### src/rtl/regBankFwdPkg.sv
package regBankFwdPkg;
  localparam int unsigned DATA_W = 32;
  localparam int unsigned REG_N  = 32;
  localparam int unsigned ADDR_W = $clog2(REG_N);

  typedef struct packed {
    logic               commit;
    logic [ADDR_W-1:0]  commitIdx;
    logic               fwdA;
    logic               fwdB;
  } ctlStrobes_t;
endpackage

### src/rtl/regBankCtl.sv
module regBankCtl
  import regBankFwdPkg::*;
#(
  parameter int unsigned AW = ADDR_W
) (
  input  logic          clk,
  input  logic          rstN,
  input  logic [AW-1:0] rdAddrA,
  input  logic [AW-1:0] rdAddrB,
  input  logic          wrEn,
  input  logic [AW-1:0] wrAddr,
  output ctlStrobes_t   strobes
);
  logic wrLive;

  always_comb begin
    wrLive            = wrEn && (wrAddr != '0);
    strobes.commit    = wrLive;
    strobes.commitIdx = wrAddr;
    strobes.fwdA      = wrLive && (rdAddrA == wrAddr);
    strobes.fwdB      = wrLive && (rdAddrB == wrAddr);
  end

  // a forward strobe never fires for register zero
  assert_no_fwd_zero_R1: assert property (@(posedge clk) disable iff (!rstN)
    (strobes.fwdA |-> rdAddrA != '0) and (strobes.fwdB |-> rdAddrB != '0));
  // no forward strobe and no commit while the enable is low
  assert_idle_quiet_R7: assert property (@(posedge clk) disable iff (!rstN)
    !wrEn |-> !(strobes.fwdA || strobes.fwdB || strobes.commit));
endmodule

### src/rtl/regBankData.sv
module regBankData
  import regBankFwdPkg::*;
#(
  parameter int unsigned DW = DATA_W,
  parameter int unsigned N  = REG_N,
  parameter int unsigned AW = ADDR_W
) (
  input  logic          clk,
  input  logic          rstN,
  input  ctlStrobes_t   strobes,
  input  logic [AW-1:0] rdAddrA,
  input  logic [AW-1:0] rdAddrB,
  input  logic [DW-1:0] wrData,
  output logic [DW-1:0] rdDataA,
  output logic [DW-1:0] rdDataB
);
  logic [DW-1:0] regs [N];

  assign regs[0] = '0;

  for (genvar i = 1; i < N; i++) begin : gRow
    always_ff @(posedge clk) begin
      if (!rstN)
        regs[i] <= '0;
      else if (strobes.commit && (strobes.commitIdx == AW'(i)))
        regs[i] <= wrData;
    end
  end

  assign rdDataA = strobes.fwdA ? wrData : regs[rdAddrA];
  assign rdDataB = strobes.fwdB ? wrData : regs[rdAddrB];

  // register zero reads as zero on both ports
  assert_zero_reads_R1: assert property (@(posedge clk) disable iff (!rstN)
    (rdAddrA == '0 |-> rdDataA == '0) and (rdAddrB == '0 |-> rdDataB == '0));
  // a committed write is visible at the same index one cycle later
  assert_write_visible_R3: assert property (@(posedge clk) disable iff (!rstN)
    strobes.commit |=> regs[$past(strobes.commitIdx)] == $past(wrData));
  // forwarding presents the write data on the port
  assert_fwd_value_R4: assert property (@(posedge clk) disable iff (!rstN)
    strobes.fwdA |-> rdDataA == wrData);
  assert_fwd_value_R5: assert property (@(posedge clk) disable iff (!rstN)
    strobes.fwdB |-> rdDataB == wrData);
endmodule

### src/rtl/regBankFwd.sv
module regBankFwd
  import regBankFwdPkg::*;
(
  input  logic              clk,
  input  logic              rstN,
  input  logic [ADDR_W-1:0] rdAddrA,
  input  logic [ADDR_W-1:0] rdAddrB,
  input  logic              wrEn,
  input  logic [ADDR_W-1:0] wrAddr,
  input  logic [DATA_W-1:0] wrData,
  output logic [DATA_W-1:0] rdDataA,
  output logic [DATA_W-1:0] rdDataB
);
  ctlStrobes_t strobes;

  regBankCtl #(.AW(ADDR_W)) uCtl (
    .clk(clk), .rstN(rstN), .rdAddrA(rdAddrA), .rdAddrB(rdAddrB),
    .wrEn(wrEn), .wrAddr(wrAddr), .strobes(strobes));

  regBankData #(.DW(DATA_W), .N(REG_N), .AW(ADDR_W)) uData (
    .clk(clk), .rstN(rstN), .strobes(strobes), .rdAddrA(rdAddrA),
    .rdAddrB(rdAddrB), .wrData(wrData), .rdDataA(rdDataA), .rdDataB(rdDataB));
endmodule

### config.mk
export PLATFORM = sky130hd
export DESIGN_NAME = regBankFwd
export DESIGN_NICKNAME = d
export VERILOG_FILES = /design/src/rtl/regBankFwdPkg.sv /design/src/rtl/regBankCtl.sv /design/src/rtl/regBankData.sv /design/src/rtl/regBankFwd.sv
export SDC_FILE = /design/constraint.sdc
export NUM_CORES = 2
export LEC_CHECK = 0
export BUFFER_PORTS_ARGS = -buffer_cell sky130_fd_sc_hd__clkbuf_2
export CAP_MARGIN = 20
export CORE_ASPECT_RATIO = 0.7
export CORE_MARGIN = 2
export CORE_UTILIZATION = 64
export CTS_CLUSTER_DIAMETER = 30
export DETAILED_ROUTE_END_ITERATION = 8
export PLACE_DENSITY = 0.81
export SLEW_MARGIN = 20
export SYNTH_ARGS = -nofsm -noshare
export SYNTH_HDL_FRONTEND = slang
export SYNTH_HIERARCHICAL = 1
export SYNTH_SLANG_ARGS = --single-unit
### constraint.sdc
create_clock -name clk -period 3.9 [get_ports clk]
set_input_delay 0.78 -clock clk [delete_from_list [all_inputs] [get_ports clk]]
set_output_delay 0.78 -clock clk [all_outputs]
set_load 0.03 [all_outputs]
==> impl_metrics.env <==
export IMPL_finalCriticalPeriod_ns=3.99
export IMPL_io_pins=114
export IMPL_die_height_um=249
export IMPL_core_area_um2=84500
export IMPL_cts_h_tree_depth=4
export IMPL_crit_buf_inv=3
export IMPL_finalSetupViolations=15
export IMPL_clock_sink_count=992
export IMPL_critical_path_required_ns=3.12
export IMPL_tritoncts="done"
export IMPL_power_internal_mw=19.6
export IMPL_largest_net_degree_at_the_start_of_global_routing=132
export IMPL_finalWeightedCongestion=0.993
export IMPL_max_slew_margin_rel_pct=19.0
export IMPL_clock_path_buffers=3
export IMPL_grt_util_met3_pct=19.8
export IMPL_min_delay_start="uData/regs[420]"
export IMPL_cts_clock_pin_slew_for_the_worst_setup_and_hold_paths_ns=0.05
export IMPL_layout_cells_most_common="sky130_fd_sc_hd__nand2_1"
export IMPL_crit_type="input port to primary output"
export IMPL_timing_final_max_slew_violations=0
export IMPL_slowest_stage="sky130_fd_sc_hd__nor4_4"
export IMPL_grt_pass1_wl_mm=313
export IMPL_detailed_place_area_um2=58000
export IMPL_power_leakage_nw=22.4
export IMPL_grt_setup_unrepaired="yes"
export IMPL_p_comb_share_pct=11.0
export IMPL_sequentialPowerShare_pct=38.1
export IMPL_vias=53100
export IMPL_reg_largest_list="uData/regs x992"
export IMPL_grt_pass1_vias=51200
export IMPL_run_status="finished, violations left"
export IMPL_sw_frac_of_total_pct=27.1
export IMPL_first_drt_pass_iteration_count=9
export IMPL_drt_wl_total_mm=214
export IMPL_synth_edff_count=0
export IMPL_ys_async_sr_fraction_pct=0
export IMPL_final_cell_count_no_fill=7405
export IMPL_total_power_after_layout_mw=26.9
export IMPL_worst_setup_path_end_kind="primary output"
export IMPL_cap_viol_max_count=0
export IMPL_use_met1_pct=59.8
export IMPL_detailedRoute_firstIterationViolations=10300
export IMPL_critical_path_s_most_frequent_cell="sky130_fd_sc_hd__buf_4"
export IMPL_timing_hold_violations_final=0
export IMPL_start_util_pct=64.9
export IMPL_timing_clock_skew_ns=0
export IMPL_floorplan_die_width_um=354
export IMPL_ant_nets=0
export IMPL_cellPowerDensity_nw_per_um2=425
export IMPL_power_net_switching_mw=7.30
export IMPL_clk_insertion_delay_late_ns=0.79
export IMPL_wl_per_cell_um=28.9
export IMPL_hpwl_mm=125
export IMPL_overflow_left_after_global_routing=0
export IMPL_via_per_inst=7.17
export IMPL_yosys_most_used_dff="sky130_fd_sc_hd__dfxtp_1"
export IMPL_dieArea_um2=88100
export IMPL_timing_rr_end="uData/regs[956]"
export IMPL_violations="DRC, setup timing"
export IMPL_clock_power_share_pct=50.9
export IMPL_worst_r2r_setup_slack_ns=3.06
export IMPL_tightest_slew_ns=1.21
export IMPL_start_kind="input port"
export IMPL_critical_path_top_delay_family="simple AND/OR/NAND/NOR gates"
export IMPL_area_growth_syn_to_layout_pct=15.5
export IMPL_design_final_nets=6198
export IMPL_synthesis_yosys_warnings=6
export IMPL_mostFrequentLayoutCells="sky130_fd_sc_hd__nand2_1, sky130_fd_sc_hd__dfxtp_1, sky130_fd_sc_hd__a21boi_0"
export IMPL_netlist_cell_type_count=43
export IMPL_post_route_period_util_pct=102
export IMPL_antenna_found_initial=5
export IMPL_irDropWorstVdd_v=0.000488
export IMPL_path_cells="clkbuf_2 > xnor2_1 > nand3_1 > nor4_4 > nor2_1 > nand2_1 > buf_4 > a21oi_1 > a2111oi_2 > buf_4"
export IMPL_post_place_cells=7137
export IMPL_setup_tns_ns=-0.469
export IMPL_max_freq_ghz=0.250
export IMPL_numPortBuffers=113
export IMPL_cts_root_buf="sky130_fd_sc_hd__clkbuf_16"
export IMPL_design_area_um2=63400
export IMPL_syn_cell_area_um2=54800
export IMPL_postSynthRegisterBits=992
export IMPL_crit_fanout=10
export IMPL_cts_hold_buffers_added=0
export IMPL_finalHoldWorstSlack_ns=0.465
export IMPL_grt_usage_pct=46.7
export IMPL_mappedNetlistNets=6239
export IMPL_reg2reg_from="uData/regs[956]"
export IMPL_drive_gt1_share_pct=20.5
export IMPL_grt_util_met2_pct=63.5
export IMPL_drt_drc_violations_left=6
export IMPL_reg2regPathDepth=2
export IMPL_post_synth_inst_count=6189
export IMPL_timing_hold_worst_path_depth=2
export IMPL_worst_case_hold_path_end_point="uData/regs[420]"
export IMPL_cpPeakStageDelay_ns=0.55
export IMPL_critPathArrivalTime_ns=3.21
export IMPL_synth_yosys_seq_area_share_pct=36.2
export IMPL_fin_ws_ns=-0.0940
export IMPL_fp_row_count=89
export IMPL_hp_class="flip-flop to flip-flop"
export IMPL_cts_made_buffers=144
export IMPL_grt_busiest_layer="met2"
export IMPL_avgSynthCellArea_um2=8.86
export IMPL_register_name_with_the_most_flops="uData/regs"
export IMPL_largest_reg_flops=992
[layer usage]
layer | vias to the layer above | routed length (um)
met5 | - | 26
met4 | 4 | 16200
met3 | 1272 | 37700
met2 | 5300 | 85700
met1 | 25000 | 74400
li1 | 21600 | -
[worst max path at each step]
| stage | startpoint | endpoint | slack, ns | cells past startpoint |
|---|---|---|---|---|
| global route | wrAddr[1] | rdDataB[9] | -0.07 | 9 |
| finish | wrAddr[4] | rdDataB[10] | -0.09 | 10 |
| floorplan | rdAddrA[2] | rdDataA[10] | -0.007 | 8 |
| detailed placement | wrAddr[4] | rdDataB[31] | -0.13 | 11 |
| global placement | rdAddrB[2] | rdDataB[31] | -0.13 | 11 |
| CTS | wrAddr[2] | rdDataA[28] | -0.02 | 12 |
[final cells by class]
cell class / instances / area [um^2]
antenna: 5 / 12.5
clock buffer: 171 / 3930
clock inverter: 90 / 1130
fill: 5597 / 21200
inverter: 36 / 135
multi-input combinational: 4506 / 32400
sequential: 992 / 19900
tap: 1137 / 1420
timing repair buffer: 468 / 4490
[tightest hold or removal path, delay by kind of cell (launching register included)]
family | cells | cell delay, ns
AOI/OAI and AO/OA | 1 | 0.05
and+or+nand+nor | 1 | 0.05
DFF | 1 | 0.31
[cell families (layout without fill, tap and decap cells)]
group,Yosys count,in the layout,share of synthesized area [%]
AO/OA/AOI/OAI,1551,1551,22.3
XOR/XNOR,10,10,0.160
buffers and inverters,691,765,5.54
flip-flops,992,992,36.2
multiplexers,768,768,20.2
other,0,5,0
AND/OR/NAND/NOR,2177,2177,15.6
[per-stage QoR]
stage | util (%) | setup slack, ns
final | 75.0 | -0.0940
after global routing | 75.0 | -0.0750
after CTS | 74.6 | -0.0156
after detailed placement | 68.6 | -0.128
after global placement | 68.6 | -0.128
after floorplan | - | -0.00695
[synthesized netlist by cell type (4+ instances only)]
library cell	count	area (um^2)
sky130_fd_sc_hd__mux2_2	128	1440
sky130_fd_sc_hd__mux2i_1	384	3840
sky130_fd_sc_hd__buf_1	41	154
sky130_fd_sc_hd__buf_4	39	293
sky130_fd_sc_hd__nand2b_1	81	507
sky130_fd_sc_hd__a21oi_1	174	871
sky130_fd_sc_hd__a2111oi_2	61	916
sky130_fd_sc_hd__a21boi_1	83	623
sky130_fd_sc_hd__a21boi_0	909	6820
sky130_fd_sc_hd__a22oi_1	128	961
sky130_fd_sc_hd__nand2_1	2020	7580
sky130_fd_sc_hd__xnor2_1	6	52.6
sky130_fd_sc_hd__clkbuf_1	440	1650
sky130_fd_sc_hd__or2_1	4	25.0
sky130_fd_sc_hd__dfxtp_1	992	19900
sky130_fd_sc_hd__nor2b_1	11	68.8
sky130_fd_sc_hd__and2_0	5	31.3
sky130_fd_sc_hd__xor2_1	4	35.0
sky130_fd_sc_hd__a221o_1	64	641
sky130_fd_sc_hd__mux4_2	256	5770
sky130_fd_sc_hd__nor2_1	19	71.3
sky130_fd_sc_hd__inv_1	36	135
sky130_fd_sc_hd__buf_6	19	214
sky130_fd_sc_hd__a221oi_1	42	368
sky130_fd_sc_hd__nor3_1	4	20.0
sky130_fd_sc_hd__a2bb2oi_1	46	403
sky130_fd_sc_hd__buf_2	113	566
sky130_fd_sc_hd__a221oi_2	40	601
sky130_fd_sc_hd__and2_1	15	93.8
[what timing repair did]
action | in CTS | in global routing
endpoints found under the setup margin | 26 | 52
resized for setup | 4 | 58
hold endpoints to repair | 0 | 0
setup buffers | 0 | 1
pin swaps | 0 | 3
cloned | 0 | 1
[power by group through the flow]
| stage | sequential, mW | clock, mW | combinational (mW) |
|---|---|---|---|
| global placement | 10.5 | 0 | 2.72 |
| finish | 10.3 | 13.7 | 2.96 |
| detailed placement | 10.5 | 0 | 2.74 |
| floorplan | 10.5 | 0 | 1.70 |
| CTS | 10.3 | 13.6 | 2.76 |
| global route | 10.3 | 14.1 | 2.98 |
(Power assumes the default switching activity.)
